==> config.mk <==
export PLATFORM = sky130hd
export DESIGN_NAME = audio_serial_port
export DESIGN_NICKNAME = d
export VERILOG_FILES = /design/src/rtl/sap_pkg.sv /design/src/rtl/sap_sync.sv /design/src/rtl/sap_seq.sv /design/src/rtl/sap_rx.sv /design/src/rtl/sap_tx.sv /design/src/rtl/audio_serial_port.sv
export SDC_FILE = /design/constraint.sdc
export NUM_CORES = 1
export LEC_CHECK = 0
export CAP_MARGIN = 0
export CORE_ASPECT_RATIO = 0.5
export CORE_MARGIN = 4
export CORE_UTILIZATION = 55
export CTS_CLUSTER_SIZE = 25
export DETAILED_ROUTE_END_ITERATION = 6
export DONT_BUFFER_PORTS = 1
export GPL_ROUTABILITY_DRIVEN = 0
export PLACE_DENSITY_LB_ADDON = 0.2
export SYNTH_ARGS = -nofsm -noshare
export SYNTH_HDL_FRONTEND = slang
export SYNTH_SLANG_ARGS = --single-unit
==> constraint.sdc <==
create_clock -name clk -period 2.3 [get_ports clk]
set_clock_uncertainty 0.1 [all_clocks]
set_input_delay 0 -clock clk [delete_from_list [all_inputs] [get_ports clk]]
set_output_delay 0 -clock clk [all_outputs]
set_load 0.1 [all_outputs]
==> src/rtl/sap_pkg.sv <==
package sap_pkg;

    typedef enum logic [1:0] {
        ST_IDLE  = 2'd0,
        ST_ARMED = 2'd1,
        ST_DATA  = 2'd2,
        ST_PAD   = 2'd3
    } sap_state_e;

    typedef enum logic [1:0] {
        SL_CMD   = 2'd0,
        SL_LEFT  = 2'd1,
        SL_RIGHT = 2'd2
    } sap_slot_e;

    localparam logic MODE_DSP = 1'b0;

    // word length in bit clocks for the 2-bit select
    function automatic logic [4:0] wlen_bits(input logic [1:0] sel);
        logic [4:0] n;
        case (sel)
            2'b00:   n = 5'd16;
            2'b01:   n = 5'd18;
            2'b10:   n = 5'd20;
            default: n = 5'd24;
        endcase
        return n;
    endfunction

endpackage

==> src/rtl/sap_sync.sv <==
module sap_sync #(
    parameter int STAGES = 2
) (
    input  logic clk,
    input  logic rst_n,
    input  logic bclk_i,
    input  logic ws_i,
    input  logic sd_i,
    output logic rise_o,
    output logic fall_o,
    output logic ws_o,
    output logic sd_o
);
    localparam int LAST = STAGES - 1;

    logic [2:0] stg [STAGES];
    logic       bclk_d;

    always_ff @(posedge clk or negedge rst_n) begin
        if (!rst_n) begin
            for (int i = 0; i < STAGES; i++) stg[i] <= '0;
            bclk_d <= 1'b0;
        end else begin
            stg[0] <= {bclk_i, ws_i, sd_i};
            for (int i = 1; i < STAGES; i++) stg[i] <= stg[i-1];
            bclk_d <= stg[LAST][2];
        end
    end

    // word clock and data come from the same stage as the bit clock
    assign rise_o = stg[LAST][2] & ~bclk_d;
    assign fall_o = ~stg[LAST][2] & bclk_d;
    assign ws_o   = stg[LAST][1];
    assign sd_o   = stg[LAST][0];

endmodule

==> src/rtl/sap_seq.sv <==
module sap_seq
    import sap_pkg::*;
#(
    parameter int SLOT_W = 24
) (
    input  logic       clk,
    input  logic       rst_n,
    input  logic       rise_i,
    input  logic       fall_i,
    input  logic       ws_i,
    input  logic       dsp_i,
    input  logic [4:0] wbits_i,
    output sap_slot_e  slot_o,
    output logic       cap_o,
    output logic       done_o,
    output logic       begin_o,
    output logic       load_o,
    output logic       shift_o
);
    localparam int POS_W = $clog2(SLOT_W);
    localparam logic [POS_W-1:0] POS_END = POS_W'(SLOT_W - 1);

    sap_state_e       st, st_n;
    sap_slot_e        slot, slot_n;
    logic [POS_W-1:0] pos, pos_n;
    logic             ws_prev;
    logic             start, adv, last_bit, slot_end;

    assign start    = rise_i & (dsp_i ? ws_i : (ws_i ^ ws_prev));
    assign last_bit = (pos == POS_W'(wbits_i - 5'd1));
    assign slot_end = (pos == POS_END);

    always_comb begin
        st_n   = st;
        slot_n = slot;
        pos_n  = pos;
        adv    = 1'b0;
        unique case (st)
            ST_IDLE: ;
            ST_ARMED: begin
                if (fall_i) st_n = ST_DATA;
            end
            ST_DATA, ST_PAD: begin
                if (rise_i) begin
                    if (st == ST_DATA && last_bit) st_n = ST_PAD;
                    if (!slot_end) begin
                        pos_n = pos + POS_W'(1);
                    end else if (dsp_i) begin
                        if (slot == SL_RIGHT) begin
                            st_n = ST_IDLE;
                        end else begin
                            st_n   = ST_ARMED;
                            slot_n = sap_slot_e'(slot + 2'd1);
                            pos_n  = '0;
                            adv    = 1'b1;
                        end
                    end else begin
                        st_n = ST_PAD;
                    end
                end
            end
            default: st_n = ST_IDLE;
        endcase
        if (start) begin
            st_n   = ST_ARMED;
            pos_n  = '0;
            slot_n = dsp_i ? SL_CMD : (ws_i ? SL_RIGHT : SL_LEFT);
        end
    end

    always_ff @(posedge clk or negedge rst_n) begin
        if (!rst_n) begin
            st      <= ST_IDLE;
            slot    <= SL_CMD;
            pos     <= '0;
            ws_prev <= 1'b0;
        end else begin
            st   <= st_n;
            slot <= slot_n;
            pos  <= pos_n;
            if (rise_i) ws_prev <= ws_i;
        end
    end

    always_comb begin
        slot_o  = slot;
        cap_o   = rise_i & (st == ST_DATA);
        done_o  = rise_i & (st == ST_DATA) & last_bit;
        begin_o = start | adv;
        load_o  = fall_i & (st == ST_ARMED);
        shift_o = fall_i & (st == ST_DATA);
    end

    // bit position never leaves the slot
    a_r5_pos_in_slot: assert property (@(posedge clk) disable iff (!rst_n)
        pos <= POS_END);
    // only three slots exist
    a_r2_slot_legal: assert property (@(posedge clk) disable iff (!rst_n)
        slot != sap_slot_e'(2'd3));
    // a start always arms the next word
    a_r6_start_arms: assert property (@(posedge clk) disable iff (!rst_n)
        start |=> (st == ST_ARMED));

endmodule

==> src/rtl/sap_rx.sv <==
module sap_rx
    import sap_pkg::*;
#(
    parameter int SLOT_W = 24
) (
    input  logic              clk,
    input  logic              rst_n,
    input  logic              cap_i,
    input  logic              done_i,
    input  logic              begin_i,
    input  logic              sd_i,
    input  sap_slot_e         slot_i,
    input  logic [4:0]        wbits_i,
    output logic [SLOT_W-1:0] dac_left_o,
    output logic [SLOT_W-1:0] dac_right_o,
    output logic [SLOT_W-1:0] ctrl_o,
    output logic              valid_o
);
    logic [SLOT_W-1:0] rx, rx_n, left_h, ctl_h;

    assign rx_n = {rx[SLOT_W-2:0], sd_i};

    always_ff @(posedge clk or negedge rst_n) begin
        if (!rst_n) begin
            rx          <= '0;
            left_h      <= '0;
            ctl_h       <= '0;
            dac_left_o  <= '0;
            dac_right_o <= '0;
            ctrl_o      <= '0;
            valid_o     <= 1'b0;
        end else begin
            valid_o <= 1'b0;
            if (begin_i)    rx <= '0;
            else if (cap_i) rx <= rx_n;
            if (done_i) begin
                unique case (slot_i)
                    SL_CMD:   ctl_h  <= rx_n;
                    SL_LEFT:  left_h <= rx_n;
                    SL_RIGHT: begin
                        dac_left_o  <= left_h;
                        dac_right_o <= rx_n;
                        ctrl_o      <= ctl_h;
                        valid_o     <= 1'b1;
                    end
                    default: ;
                endcase
            end
        end
    end

    // strobe lasts one cycle
    a_r8_single_strobe: assert property (@(posedge clk) disable iff (!rst_n)
        valid_o |=> !valid_o);
    // outputs move only with the strobe
    a_r8_joint_update: assert property (@(posedge clk) disable iff (!rst_n)
        (!$stable(dac_left_o) || !$stable(dac_right_o) || !$stable(ctrl_o)) |-> valid_o);
    // committed right sample is right-aligned
    a_r4_right_aligned: assert property (@(posedge clk) disable iff (!rst_n)
        valid_o |-> ((dac_right_o >> wbits_i) == '0));

endmodule

==> src/rtl/sap_tx.sv <==
module sap_tx
    import sap_pkg::*;
#(
    parameter int SLOT_W = 24
) (
    input  logic              clk,
    input  logic              rst_n,
    input  logic              fall_i,
    input  logic              load_i,
    input  logic              shift_i,
    input  sap_slot_e         slot_i,
    input  logic [4:0]        wbits_i,
    input  logic [SLOT_W-1:0] status_i,
    input  logic [SLOT_W-1:0] adc_left_i,
    input  logic [SLOT_W-1:0] adc_right_i,
    output logic              sdout_o
);
    logic [SLOT_W-1:0] word_sel, aligned, sh;

    always_comb begin
        unique case (slot_i)
            SL_LEFT:  word_sel = adc_left_i;
            SL_RIGHT: word_sel = adc_right_i;
            default:  word_sel = status_i;
        endcase
        // shifting up drops the bits above the word length
        aligned = word_sel << (SLOT_W - int'(wbits_i));
    end

    always_ff @(posedge clk or negedge rst_n) begin
        if (!rst_n) begin
            sh      <= '0;
            sdout_o <= 1'b0;
        end else if (load_i) begin
            sdout_o <= aligned[SLOT_W-1];
            sh      <= aligned << 1;
        end else if (shift_i) begin
            sdout_o <= sh[SLOT_W-1];
            sh      <= sh << 1;
        end else if (fall_i) begin
            sdout_o <= 1'b0;
        end
    end

    // the line moves only after a falling bit-clock edge
    a_r7_sdout_on_fall: assert property (@(posedge clk) disable iff (!rst_n)
        !fall_i |=> $stable(sdout_o));
    // outside a word the line is driven low
    a_r5_pad_low: assert property (@(posedge clk) disable iff (!rst_n)
        (fall_i && !load_i && !shift_i) |=> !sdout_o);

endmodule

==> src/rtl/audio_serial_port.sv <==
module audio_serial_port
    import sap_pkg::*;
#(
    parameter int SLOT_W      = 24,
    parameter int SYNC_STAGES = 2
) (
    input  logic              clk,
    input  logic              rst_n,
    input  logic              bclk_i,
    input  logic              wsync_i,
    input  logic              sdin_i,
    input  logic              mode_i,
    input  logic [1:0]        wlen_i,
    input  logic [SLOT_W-1:0] adc_left_i,
    input  logic [SLOT_W-1:0] adc_right_i,
    input  logic [SLOT_W-1:0] status_i,
    output logic              sdout_o,
    output logic [SLOT_W-1:0] dac_left_o,
    output logic [SLOT_W-1:0] dac_right_o,
    output logic [SLOT_W-1:0] ctrl_o,
    output logic              dac_valid_o
);
    // SLOT_W must be at least 24 so that every word length fits a slot
    logic       rise, fall, ws_s, sd_s;
    logic       cap, done, wbegin, load, shift;
    logic       dsp;
    logic [4:0] wbits;
    sap_slot_e  slot;

    assign dsp   = (mode_i == MODE_DSP);
    assign wbits = wlen_bits(wlen_i);

    sap_sync #(.STAGES(SYNC_STAGES)) u_sync (
        .clk(clk), .rst_n(rst_n),
        .bclk_i(bclk_i), .ws_i(wsync_i), .sd_i(sdin_i),
        .rise_o(rise), .fall_o(fall), .ws_o(ws_s), .sd_o(sd_s)
    );

    sap_seq #(.SLOT_W(SLOT_W)) u_seq (
        .clk(clk), .rst_n(rst_n),
        .rise_i(rise), .fall_i(fall), .ws_i(ws_s), .dsp_i(dsp),
        .wbits_i(wbits), .slot_o(slot), .cap_o(cap), .done_o(done),
        .begin_o(wbegin), .load_o(load), .shift_o(shift)
    );

    sap_rx #(.SLOT_W(SLOT_W)) u_rx (
        .clk(clk), .rst_n(rst_n),
        .cap_i(cap), .done_i(done), .begin_i(wbegin), .sd_i(sd_s),
        .slot_i(slot), .wbits_i(wbits),
        .dac_left_o(dac_left_o), .dac_right_o(dac_right_o),
        .ctrl_o(ctrl_o), .valid_o(dac_valid_o)
    );

    sap_tx #(.SLOT_W(SLOT_W)) u_tx (
        .clk(clk), .rst_n(rst_n),
        .fall_i(fall), .load_i(load), .shift_i(shift), .slot_i(slot),
        .wbits_i(wbits), .status_i(status_i), .adc_left_i(adc_left_i),
        .adc_right_i(adc_right_i), .sdout_o(sdout_o)
    );

endmodule

==> impl_metrics.py <==
metrics = {
    "critical_path": {
        "critical_path_required_ns": 2.51,
        "cp_cell_sequence": "inv_2 -> ha_4 -> buf_12 -> a22o_1 -> mux4_2 -> a22oi_2 -> nor2_1 -> o22a_1",
        "critPathSlowestCell": "mux4_2",
        "crit_path_max_fanout": 16,
        "reg2reg_depth": 8,
        "cp.arrival_ns": 2.53,
        "slowest_delay_ns": 0.53,
        "worstReg2RegStart": "u_seq.slot_o[1]$_DFFE_PN0P_",
        "r2r-end": "u_tx.sh[16]$_DFFE_PN0P_",
        "crit_path_end_kind": "flop",
        "ff2ff_setup_slack_ns": -0.03,
        "crit_path_start_kind": "flop",
        "worstSetupPathType": "flop to flop",
    },
    "clocking": {
        "cts.sinks": 185,
        "cts_tree": "built",
        "cts-buffers-inserted": 17,
        "path_clk_slew_ns": 0.07,
        "clk_latency_ns": 0.42,
        "root_buffer": "clkbuf_16",
        "ctsHoldBuffers": 13,
        "h-tree-depth": 4,
        "ctsLongestPathBuffers": 2,
    },
    "detailed_routing": {
        "vias": 6723,
        "drt_iter0_drc": 655,
        "wl_microns": 21700,
        "drc": 0,
        "routedWlPerCell_microns": 20.0,
        "drtAntennaViolNets": 0,
        "first_pass_iters": 5,
        "vias_per_cell": 6.21,
    },
    "synth": {
        "netlist_instances": 761,
        "synth.avg_cell_area_sq_um": 11.6,
        "synth_ff_type": "dfrtp_1",
        "synth-edff-count": 0,
        "async_flop_share_pct": 100,
        "synthesis.area_sq_um": 8850,
        "synth_fp_nets": 850,
        "ys_ff_latch": 185,
        "yosys_warnings": 0,
        "yosysUniqueCellTypes": 70,
        "seq_area_frac_synth_pct": 52.3,
    },
    "floorplanning": {
        "die_w_microns": 187,
        "io_pins": 154,
        "start_util_pct": 56.8,
        "row_count": 32,
        "placeableCoreArea_sq_um": 15600,
        "dieArea_sq_um": 18300,
        "fp.dieH_microns": 97.7,
    },
    "power_and_ir_drop": {
        "ir_worst_vdd_mv": 0.925,
        "p_leak_uw": 0.00522,
        "finalPower_uw": 9660,
        "p_per_area_nw_per_um2": 895,
    },
    "global_route": {
        "track_usage_pct": 23.7,
        "grt_max_degree": 186,
        "overflow": 0,
        "grt_pass1_wl_microns": 35400,
        "antenna_found_initial": 0,
        "grt_pass1_vias": 6813,
    },
    "placed_design": {
        "port-buffer-count": 0,
        "placed_cells": 1032,
        "hpwl_microns": 14400,
        "place_area_sq_um": 9860,
    },
    "status": {
        "violations": "negative hold slack, negative setup slack",
        "status": "finished, violations left",
    },
    "sta": {
        "fin_ws_ns": -0.0292,
        "rsz0062_at_grt": "yes",
        "min_period_ns": 2.33,
        "relSlewSlack_pct": 40.7,
        "hold_viol_final": 185,
        "setup_viol": 2,
        "max_clock_freq_ghz": 0.429,
        "fin_crit_sh_pct": 101,
        "holdWs_ns": -0.823,
        "maxSlewViolCount": 0,
        "worst_pin_slew_ns": 0.890,
    },
    "layout": {
        "drive_above_1_share_pct": 29.1,
        "n_fill_cell": 1130,
        "layout_common_cells": "dfrtp_1, buf_4, nand2_1",
        "final_util_pct": 69.4,
        "final_area_sq_um": 10800,
        "layout.cells.non_filler": 1083,
        "diodes": 0,
        "nets": 955,
        "synthToLayoutAreaGrowth_pct": 22.1,
        "layout_commonest_cell": "dfrtp_1",
    },
    "flow_run": {
        "max_cap_viol_count": 0,
    },
    "hold_path": {
        "hp-class": "primary input to async pin",
    },
}
-- how the worst max path moves through the flow --
stage	from	endpoint	depth (start not counted)
after floorplan	u_seq.slot_o[0]$_DFFE_PN0P_	u_tx.sh[23]$_DFFE_PN0P_	9
after global placement	u_sync.stg[2]$_DFF_PN0_	u_rx.left_h[12]$_DFFE_PN0P_	6
after detailed placement	u_seq.slot_o[0]$_DFFE_PN0P_	u_tx.sdout_o$_DFFE_PN0P_	7
after CTS	u_seq.slot_o[1]$_DFFE_PN0P_	u_tx.sh[17]$_DFFE_PN0P_	8
after global routing	u_seq.slot_o[1]$_DFFE_PN0P_	u_tx.sh[8]$_DFFE_PN0P_	8
final	u_seq.slot_o[1]$_DFFE_PN0P_	u_tx.sh[16]$_DFFE_PN0P_	8
-- stage by stage --
stage | hold WS [ns] | worst slack (ns) | TNS, ns
after floorplan | -0.396 | 0.0701 | 0
after global placement | -0.392 | -0.104 | -2.44
after detailed placement | -0.392 | -0.123 | -1.26
after CTS | -0.840 | -0.0107 | -0.0202
after global routing | -0.852 | -0.139 | -1.09
final | -0.823 | -0.0292 | -0.0439
-- Yosys cell counts (4+ instances only) --
cell type  number  area (sq um)
a31oi_1         8          50.1
nand3_1        11          55.1
dfrtp_1       185          4630
ha_1            9           113
a21oi_1        41           205
a22oi_1        12          90.1
xor2_1          4          35.0
nand2_1        87           327
nor2_1         34           128
o211ai_1        4          30.0
o22a_1          8          70.1
o22ai_1         4          25.0
o221ai_1        4          35.0
nand2b_1        7          43.8
mux2_2         49           552
buf_2          22           110
nor3_1          7          35.0
clkbuf_1       24          90.1
or2_2           7          43.8
mux2i_1         5          50.1
a211oi_1       13          97.6
o21ai_0        28           140
mux4_2         13           293
inv_1          14          52.6
mux2_1         72           811
or3_1           4          25.0
a22o_1         18           158
-- cell type report --
type	instances	area, sq um	share of cell area, %
repair buffers	135	1170	10.9
clock inverters	14	156	1.45
clock buffers	18	429	3.97
well taps	204	255	2.36
flip-flops and latches	185	4630	42.9
multi-input cells	512	4100	37.9
inverters	15	60.1	0.556
-- kinds of logic (layout without fill, tap and decap cells) --
kind of cell               count (synthesis)  after routing  share of synthesized area [%]
buffers and inverters                     64            182                           3.03
AOI/OAI and AO/OA                        182            182                           14.4
muxes                                    139            139                           19.3
DFF                                      185            185                           52.3
xor gates and xnor gates                   4              4                          0.396
adders and majority gates                  9              9                           1.27
and+or+nand+nor                          178            178                           9.29
-- registers in the layout (all words and copies together) (netlist names) --
name and cells:
u_sync.sd_o 1, u_rx.left_h 24, u_seq.pos 5, u_rx.valid_o 1, u_rx.ctrl_o 24, u_rx.dac_left_o 24
u_rx.rx 23, u_seq.ws_prev 1, u_tx.sdout_o 1, u_rx.ctl_h 24, u_seq.st 2, u_rx.dac_right_o 24
u_seq.slot_o 2, u_sync.ws_o 1, u_tx.sh 23, u_sync.stg 4, u_sync.bclk_d 1
-- power breakdown --
part	internal, uW	total, uW	switching, uW	leakage, uW
Combinational	1480	3050	1570	0.00246
Sequential	3530	3760	228	0.00248
Clock	1460	2850	1390	0.000283
-- routing by layer --
layer | vias to the layer above | track usage (%) | share of wire [%]
li1 | 3023 | - | -
met1 | 3298 | 32.1 | 42
met2 | 353 | 38.8 | 48
met3 | 49 | 5.42 | 7.9
met4 | 0 | 6.54 | 2.2
met5 | - | 0 | 0
-- critical path: cells and delay by family (launching register included) --
| kind | cells | cell delay, ns |
|---|---|---|
| adders and majority gates | 1 | 0.19 |
| AOI/OAI and AO/OA | 3 | 0.65 |
| and+or+nand+nor | 1 | 0.08 |
| muxes | 1 | 0.53 |
| buffers and inverters | 2 | 0.24 |
| DFF | 1 | 0.43 |
-- timing repair --
action                                 4_1_cts  5_1_grt
resized for setup                            9       30
pin swaps                                    1       15
setup endpoints to repair                   40       97
endpoints found under the hold margin      203      185
cloned                                       0        3
setup buffers                                2        1
No activity file was read; power rests on OpenSTA's default activity.
